$ cat config.mk
export PLATFORM = sky130hd
export DESIGN_NAME = spi_flag_ctrl
export DESIGN_NICKNAME = d
export VERILOG_FILES = /design/src/rtl/spi_flag_pkg.sv /design/src/rtl/txe_flag.sv /design/src/rtl/rx_overrun.sv /design/src/rtl/mode_fault.sv /design/src/rtl/irq_gen.sv /design/src/rtl/spi_flag_ctrl.sv
export SDC_FILE = /design/constraint.sdc
export NUM_CORES = 1
export LEC_CHECK = 0
export CAP_MARGIN = 10
export CORE_MARGIN = 5
export CORE_UTILIZATION = 40
export DETAILED_ROUTE_END_ITERATION = 12
export PLACE_DENSITY = 0.79
export RECOVER_POWER = 25
export SYNTH_ARGS = -nofsm -noshare
export SYNTH_HDL_FRONTEND = slang
export SYNTH_SLANG_ARGS = --single-unit
$ cat constraint.sdc
create_clock -name clk -period 1.21 [get_ports clk]
set_input_delay 0.242 -clock clk [delete_from_list [all_inputs] [get_ports clk]]
set_output_delay 0.242 -clock clk [all_outputs]
set_load 0.02 [all_outputs]
$ cat src/rtl/spi_flag_pkg.sv
package spi_flag_pkg;
    localparam int DATA_W        = 8;
    localparam int CTRL_W        = 2;
    localparam int CTRL_TXIE_BIT = 0;
    localparam int CTRL_ERIE_BIT = 1;

    typedef struct packed {
        logic flag;
        logic arm;
        logic ss_prev;
    } fault_st_t;

    typedef struct packed {
        logic txie;
        logic erie;
        logic irq;
    } irq_st_t;
endpackage

$ cat src/rtl/txe_flag.sv
module txe_flag #(
    parameter int DW = spi_flag_pkg::DATA_W
) (
    input  logic          clk,
    input  logic          rst_n,
    input  logic          shift_load,
    input  logic          txd_wr,
    input  logic [DW-1:0] txd_wdata,
    output logic          txe,
    output logic [DW-1:0] tx_buf
);
    typedef struct packed {
        logic          empty;
        logic [DW-1:0] data;
    } tx_st_t;

    tx_st_t st_d, st_q;
    logic   wr_ok;

    always_comb begin
        st_d  = st_q;
        wr_ok = txd_wr && st_q.empty;
        if (wr_ok) begin
            st_d.data  = txd_wdata;
            st_d.empty = 1'b0;
        end else if (shift_load) begin
            st_d.empty = 1'b1;
        end
    end

    always_ff @(posedge clk or negedge rst_n) begin
        if (!rst_n) begin
            st_q.empty <= 1'b1;
            st_q.data  <= '0;
        end else begin
            st_q <= st_d;
        end
    end

    assign txe    = st_q.empty;
    assign tx_buf = st_q.data;

    AST_TX_WRITE_DROPPED: assert property (@(posedge clk) disable iff (!rst_n)
        (txd_wr && !txe) |=> $stable(tx_buf));
    AST_TX_LOAD_SETS: assert property (@(posedge clk) disable iff (!rst_n)
        (shift_load && !txd_wr) |=> txe);
endmodule

$ cat src/rtl/rx_overrun.sv
module rx_overrun #(
    parameter int DW = spi_flag_pkg::DATA_W
) (
    input  logic          clk,
    input  logic          rst_n,
    input  logic          byte_done,
    input  logic [DW-1:0] rx_byte,
    input  logic          rxd_rd,
    input  logic          status_rd,
    output logic [DW-1:0] rx_data,
    output logic          ovr
);
    typedef struct packed {
        logic          full;
        logic          ovr;
        logic          arm;
        logic [DW-1:0] data;
    } rx_st_t;

    rx_st_t st_d, st_q;
    logic   lost;

    always_comb begin
        st_d = st_q;
        lost = byte_done && st_q.full && !rxd_rd;
        if (rxd_rd) st_d.full = 1'b0;
        if (byte_done && !lost) begin
            st_d.data = rx_byte;
            st_d.full = 1'b1;
        end
        if (lost) begin
            st_d.ovr = 1'b1;
            st_d.arm = 1'b0;
        end else if (rxd_rd && st_q.arm) begin
            st_d.ovr = 1'b0;
            st_d.arm = 1'b0;
        end else if (status_rd && st_q.ovr) begin
            st_d.arm = 1'b1;
        end
    end

    always_ff @(posedge clk or negedge rst_n) begin
        if (!rst_n) begin
            st_q <= '0;
        end else begin
            st_q <= st_d;
        end
    end

    assign rx_data = st_q.data;
    assign ovr     = st_q.ovr;

    AST_RX_KEEPS_OLD: assert property (@(posedge clk) disable iff (!rst_n)
        (byte_done && st_q.full && !rxd_rd) |=> ($stable(rx_data) && ovr));
    AST_OVR_CLEAR_BY_READ: assert property (@(posedge clk) disable iff (!rst_n)
        $fell(ovr) |-> $past(rxd_rd));
endmodule

$ cat src/rtl/mode_fault.sv
module mode_fault
    import spi_flag_pkg::*;
(
    input  logic clk,
    input  logic rst_n,
    input  logic ss_n,
    input  logic xfer_busy,
    input  logic is_master,
    input  logic det_en,
    input  logic status_rd,
    input  logic ctrl_wr,
    output logic fault
);
    fault_st_t st_d, st_q;
    logic      ss_fall, ss_rise, hit;

    always_comb begin
        st_d    = st_q;
        ss_fall = st_q.ss_prev && !ss_n;
        ss_rise = !st_q.ss_prev && ss_n;
        hit     = det_en && (is_master ? ss_fall : (ss_rise && xfer_busy));
        st_d.ss_prev = ss_n;
        if (hit) begin
            st_d.flag = 1'b1;
            st_d.arm  = 1'b0;
        end else if (ctrl_wr && st_q.arm) begin
            st_d.flag = 1'b0;
            st_d.arm  = 1'b0;
        end else if (status_rd && st_q.flag) begin
            st_d.arm = 1'b1;
        end
    end

    always_ff @(posedge clk or negedge rst_n) begin
        if (!rst_n) begin
            st_q.flag    <= 1'b0;
            st_q.arm     <= 1'b0;
            st_q.ss_prev <= 1'b1;
        end else begin
            st_q <= st_d;
        end
    end

    assign fault = st_q.flag;

    AST_FAULT_NEEDS_EN: assert property (@(posedge clk) disable iff (!rst_n)
        $rose(fault) |-> $past(det_en));
    AST_FAULT_CLEAR_BY_WRITE: assert property (@(posedge clk) disable iff (!rst_n)
        $fell(fault) |-> $past(ctrl_wr));
endmodule

$ cat src/rtl/irq_gen.sv
module irq_gen
    import spi_flag_pkg::*;
(
    input  logic              clk,
    input  logic              rst_n,
    input  logic              ctrl_wr,
    input  logic [CTRL_W-1:0] ctrl_wdata,
    input  logic              txe,
    input  logic              ovr,
    input  logic              fault,
    output logic              irq
);
    irq_st_t st_d, st_q;
    logic    tx_req, err_req;

    always_comb begin
        st_d    = st_q;
        tx_req  = txe && st_q.txie;
        err_req = st_q.erie && (ovr || fault);
        st_d.irq = tx_req || err_req;
        if (ctrl_wr) begin
            st_d.txie = ctrl_wdata[CTRL_TXIE_BIT];
            st_d.erie = ctrl_wdata[CTRL_ERIE_BIT];
        end
    end

    always_ff @(posedge clk or negedge rst_n) begin
        if (!rst_n) begin
            st_q <= '0;
        end else begin
            st_q <= st_d;
        end
    end

    assign irq = st_q.irq;

    AST_IRQ_MASKED: assert property (@(posedge clk) disable iff (!rst_n)
        (!st_q.txie && !st_q.erie) |=> !irq);
    AST_ERR_GATED: assert property (@(posedge clk) disable iff (!rst_n)
        (!st_q.erie && !txe) |=> !irq);
endmodule

$ cat src/rtl/spi_flag_ctrl.sv
module spi_flag_ctrl
    import spi_flag_pkg::*;
#(
    parameter int DW = DATA_W
) (
    input  logic              clk,
    input  logic              rst_n,
    input  logic              shift_load,
    input  logic              byte_done,
    input  logic [DW-1:0]     rx_byte,
    input  logic              xfer_busy,
    input  logic              ss_n,
    input  logic              is_master,
    input  logic              fault_det_en,
    input  logic              status_rd,
    input  logic              rxd_rd,
    input  logic              txd_wr,
    input  logic [DW-1:0]     txd_wdata,
    input  logic              ctrl_wr,
    input  logic [CTRL_W-1:0] ctrl_wdata,
    output logic [DW-1:0]     tx_buf,
    output logic [DW-1:0]     rx_data,
    output logic              txe_flag,
    output logic              ovr_flag,
    output logic              fault_flag,
    output logic              irq
);
    txe_flag #(.DW(DW)) u_txe (
        .clk        (clk),
        .rst_n      (rst_n),
        .shift_load (shift_load),
        .txd_wr     (txd_wr),
        .txd_wdata  (txd_wdata),
        .txe        (txe_flag),
        .tx_buf     (tx_buf)
    );

    rx_overrun #(.DW(DW)) u_rx (
        .clk       (clk),
        .rst_n     (rst_n),
        .byte_done (byte_done),
        .rx_byte   (rx_byte),
        .rxd_rd    (rxd_rd),
        .status_rd (status_rd),
        .rx_data   (rx_data),
        .ovr       (ovr_flag)
    );

    mode_fault u_fault (
        .clk       (clk),
        .rst_n     (rst_n),
        .ss_n      (ss_n),
        .xfer_busy (xfer_busy),
        .is_master (is_master),
        .det_en    (fault_det_en),
        .status_rd (status_rd),
        .ctrl_wr   (ctrl_wr),
        .fault     (fault_flag)
    );

    irq_gen u_irq (
        .clk        (clk),
        .rst_n      (rst_n),
        .ctrl_wr    (ctrl_wr),
        .ctrl_wdata (ctrl_wdata),
        .txe        (txe_flag),
        .ovr        (ovr_flag),
        .fault      (fault_flag),
        .irq        (irq)
    );

    AST_RESET_FLAGS: assert property (@(posedge clk)
        $rose(rst_n) |-> (txe_flag && !ovr_flag && !fault_flag));
endmodule

# Yosys cells after proc, flatten, opt, wreduce, memory -nomap -nowiden
# Cells that the tools add are included.
# op_classes
n_mux,13
reduce_logical,26
# op_table
cell,n
$logic_and 1x1->1,14
$mux 1,11
$reduce_bool 2->1,4
$reduce_bool 3->1,2
$logic_not 1->1,4
$mux 2,2
$logic_or 1x1->1,2
# totals
ff_bits,26
inputBits,30
out_inout_bits,20
elab_cells,51

# Longest topological paths before layout
# logic_depth
depth_word,6
depth_mapped,3
mapped_depth_nobuf,3

# Hierarchy
# A second synthesis with hierarchy kept.
# unflattened
hier_cells,74
hier_area_um2,1107.3
# by_module_without_submodules
module,instances,cells_each,area_each_um2,seq_area_each_um2
rx_overrun,1,35,519.2,275.3
txe_flag,1,20,341.6,226.5
mode_fault,1,11,136.4,76.3
irq_gen,1,8,110.1,75.1

# Worst setup path after synthesis
# OpenSTA, ideal clock, no wires.
# synth_timing
path_kind,flip-flop to flip-flop
startpoint,register u_txe.st_q (netlist bit u_txe.txe)
endpoint,register u_txe.st_q (netlist bit u_txe.tx_buf[0])
setup_ns,0.125
t_arrival_ns,1.017
required_ns,1.085
slack_ns,0.069
path_stages_with_launch,3
n_path_buf,0
synth_period_minus_slack_ns,1.141
cell_sequence,dfstp_2 nand2_2 mux2_2
# synth_via
elab_chain_len,1
# synth_rtl
item,line,rtl
from (decl),txe_flag.sv:17,"tx_st_t st_d, st_q;"
from (signal assigned),txe_flag.sv:36,st_q <= st_d;
$logic_and 1x1->1,txe_flag.sv:22,wr_ok = txd_wr && st_q.empty;
# No other way between the ends.
# A chain may end at the register's enable or synchronous reset.

# Worst setup path after layout
# layout_timing
startpoint,register u_txe.st_q (netlist bit u_txe.txe)
endpoint,output port txe_flag
# layout_lines
item,line,rtl
to (decl),spi_flag_ctrl.sv:23,"output logic txe_flag,"
# No word-level cell between the ends.

==> run summary <==
Root buffer cell: sky130_fd_sc_hd__clkbuf_4
Total count of max-transition violations in the final report: 0
Share of synthesized registers carrying an async set or reset: 100%
Cell family contributing the most delay on the critical path: flip-flops
Number of synthesized flops with an enable pin: 0
Top cell types by occurrence after synthesis: sky130_fd_sc_hd__dfrtp_1 (24), sky130_fd_sc_hd__mux2_2 (11), sky130_fd_sc_hd__buf_4 (8), sky130_fd_sc_hd__mux2_4 (8), sky130_fd_sc_hd__nand2_1 (5)
Die Area: 3930 um^2
Run status: complete, but fails checks
Transition time at the pin with the least slew margin: 613 ps
Number of filler cells placed in the layout: 221
LEAKAGE: 0.763 nW
Highest achievable clock rate: 817 MHz
Final routed wire length divided by cell count: 14.7 um
Area fraction in compound gates after synthesis: 3.94%
Arrival time worst endpoint: 980 ps
Critical path capture point type: output pin
Endpoint of the worst setup timing path: txe_flag
Startpoint-to-endpoint class of the critical path: reg2out
Worst-case vdd ir drop: 837 uV
Initial Util: 41.0%
# IOs: 50
Post-synth top area cell: sky130_fd_sc_hd__dfrtp_1
Count of non-filler cells in the finished layout: 162
FF/Latch Area: 653 um^2
Hold Path Class: in2reg
Crit path depth: 1
Floorplan die width: 62.7 um
Area growth from synthesis to layout: 46.3%
Std cell rows: 19
Final Cycle Share: 101%
Simple-gate share of the synthesized area: 8.33%
Unrepaired setup endpoints after global routing: yes
Number of DRC markers after the initial detailed-route iteration: 17
CP Max Fanout: 2
Number of diodes: 0
DP Worst Slack: -199 ps
Maximum number of pins on one net before global-route repair: 27
Critical path data required time: 970 ps
Mux contribution to synthesized area: 22.9%
Slack of the worst reg-to-reg path: 40 ps
Warning count from the yosys run: 0
Area used by multi-input combinational logic: 404 um^2
Startpoint kind of the worst setup timing path: register
Clk pin slew, worst setup/hold paths: 130 ps
Iteration count of the initial detailed-routing pass: 4
Largest clock skew in the final design: 10.9 ps
Xor-xnor portion of the synthesized cell area: 0%
Final wirelength: 2390 um
Sequential share of the synthesized area: 58.8%
Worst slew margin relative to its limit: 59.2%
Adder-cell share of the synthesized area: 0%
R2r endpoint: u_txe.tx_buf[4]
Overall Global Routing Usage: 13.0%
Post-detailed-route via-to-cell ratio: 4.67
Vertical extent of the die: 62.7 um
Final hold vios: 0
Vias in the first global route: 811
CP Cell Sequence: buf_6
Failing checks: setup timing
# placed instances: 155
Number of buffers added on ports: 49
Standard cell core area: 2710 um^2
Overflow left after global routing: 0
Synthesized netlist cell count: 76
Crit path time final: 1220 ps
Cell with the most instances after synthesis: sky130_fd_sc_hd__dfrtp_1
Longest Clk Path Bufs: 2
Reg-to-Reg Start: u_txe.txe
TritonCTS clock tree: built
Count of distinct cell types in the synthesized netlist: 21
Yosys reg bits: 26
Number of clock buffers inserted by TritonCTS: 3
Slowest-stage cell, CP: sky130_fd_sc_hd__dfstp_2
Share of the synthesized area in the top cell type: 54.1%
Mapped Area: 1110 um^2
Weighted congestion at the end of routability-driven global placement: 0.667
Count of endpoints failing setup in the final report: 1
Delay contributed by the slowest stage of the critical path: 560 ps
Ratio of cells with drive above 1 in the final layout: 44.3%
Total number of vias: 756
Worst reg2reg path depth: 3
Dominant combinational cell family by area after synthesis: multiplexers
Top_reg_cell synth: sky130_fd_sc_hd__dfrtp_1
Power per standard cell area: 1560 nW/um^2
Global-route wire length before repair: 4090 um
Mean instance size in the synthesized netlist: 14.6 um^2
Worst skew pair latency: 310 ps
Post-CTS Hold Fix Bufs: 0
Crit path buffers/inverters: 1
Startpoint of the worst setup timing path: u_txe.txe
Total Power: 2.53 mW
Level count of the clock H-tree: 1
Leading post-synthesis cells by cell area: sky130_fd_sc_hd__dfrtp_1 (54%), sky130_fd_sc_hd__mux2_2 (11%), sky130_fd_sc_hd__mux2_4 (11%)
DRC errors left: 0
Number of antenna violations at the first check in global routing: 0
Synthesized net count: 106
Number of nets still failing antenna checks after routing: 0
Max-cap violations: 0
Clock sink count: 26
Number of nets in the final layout: 162
Final critical-path setup slack: -13.5 ps
[logic make-up (layout without fill, tap and decap cells)]
group | after synthesis | after routing
flops | 26 | 26
mux | 20 | 20
simple gates | 13 | 13
buf+inv | 10 | 65
compound gates | 7 | 7
[cell usage in the layout (no fill, tap or decap)]
| master | netlist | final |
|---|---|---|
| sky130_fd_sc_hd__clkdlybuf4s50_1 | 0 | 28 |
| sky130_fd_sc_hd__dfrtp_1 | 24 | 24 |
| sky130_fd_sc_hd__buf_2 | 0 | 19 |
| sky130_fd_sc_hd__mux2_2 | 11 | 11 |
| sky130_fd_sc_hd__buf_4 | 8 | 9 |
| sky130_fd_sc_hd__mux2_4 | 8 | 8 |
| sky130_fd_sc_hd__nand2_1 | 5 | 5 |
| sky130_fd_sc_hd__clkbuf_4 | 0 | 3 |
| sky130_fd_sc_hd__nand2_8 | 1 | 2 |
| sky130_fd_sc_hd__a21oi_1 | 2 | 2 |
| sky130_fd_sc_hd__nor2_1 | 2 | 2 |
| sky130_fd_sc_hd__inv_1 | 2 | 2 |
| sky130_fd_sc_hd__dfstp_2 | 2 | 2 |
| sky130_fd_sc_hd__o21ai_0 | 1 | 1 |
| sky130_fd_sc_hd__nand2b_4 | 1 | 1 |
| sky130_fd_sc_hd__a211oi_1 | 1 | 1 |
| sky130_fd_sc_hd__nand4bb_1 | 1 | 1 |
| sky130_fd_sc_hd__nand3b_1 | 1 | 1 |
| sky130_fd_sc_hd__a21boi_0 | 1 | 1 |
| sky130_fd_sc_hd__a21o_1 | 1 | 1 |
| sky130_fd_sc_hd__o22ai_1 | 1 | 1 |
| sky130_fd_sc_hd__mux2i_1 | 1 | 1 |
| sky130_fd_sc_hd__or2b_1 | 1 | 1 |
| sky130_fd_sc_hd__bufinv_16 | 0 | 1 |
| sky130_fd_sc_hd__dlygate4sd3_1 | 0 | 1 |
| sky130_fd_sc_hd__buf_6 | 0 | 1 |
| sky130_fd_sc_hd__clkbuf_2 | 0 | 1 |
[per-layer routing]
layer  track usage (%)  vias to the layer above  part of all wire (%)
li1                  -                      362                     -
met4              5.57                        0                  0.92
met5                 0                        -                     0
met2              22.2                       29                    52
met3              3.06                        2                   5.4
met1              15.5                      363                    42
[area by class of cell]
type,instances,area share [%]
multi-input combinational,40,24.9
clock buffer,3,1.39
timing repair buffer,59,28.9
tap,31,2.39
clock inverter,1,1.85
inverter,2,0.462
sequential,26,40.2
[per-stage QoR]
step | hold WS (ps) | utilization, % | cell area, um^2 | TNS [ps]
3_3_place_gp | 465 | 60.7 | 1650 | -2950
6_report | 428 | 60.0 | 1630 | -13.5
4_1_cts | 258 | 60.7 | 1640 | -36.6
2_1_floorplan | -53.6 | - | 1110 | 0
3_5_place_dp | 467 | 60.7 | 1650 | -3380
5_1_grt | 421 | 60.0 | 1630 | -120
[power breakdown]
| part | switching (mW) | internal, mW | leakage (nW) |
|---|---|---|---|
| Sequential | 0.0936 | 1.04 | 0.302 |
| Clock | 0.242 | 0.335 | 0.0279 |
| Combinational | 0.399 | 0.417 | 0.433 |
| Total | 0.735 | 1.80 | 0.763 |
[worst min-delay path by stage]
stage                       start         endpoint  cells past startpoint
floorplan                   rst_n    u_fault.fault                      0
global placement    u_irq.st_q[2]        u_irq.irq                      2
detailed placement  u_irq.st_q[2]        u_irq.irq                      2
CTS                         rst_n  u_txe.tx_buf[1]                      2
global route           shift_load        u_txe.txe                      3
finish                 shift_load        u_txe.txe                      3
[state kept, by name, indices dropped and copies added (netlist names)]
| name | flops |
|---|---|
| u_fault.fault | 1 |
| u_txe.tx_buf | 8 |
| u_rx.ovr | 1 |
| u_irq.irq | 1 |
| u_rx.rx_data | 8 |
| u_rx.st_q | 2 |
| u_irq.st_q | 2 |
| u_txe.txe | 1 |
| u_fault.st_q | 2 |
[timing repair]
item                                   in CTS  in global routing
gates resized for setup                    81                  3
cloned                                      0                  0
setup endpoints to repair                  28                  8
endpoints found under the hold margin       0                  0
setup buffers                               3                  0
Note: power is estimated with default switching activity, not from simulation.
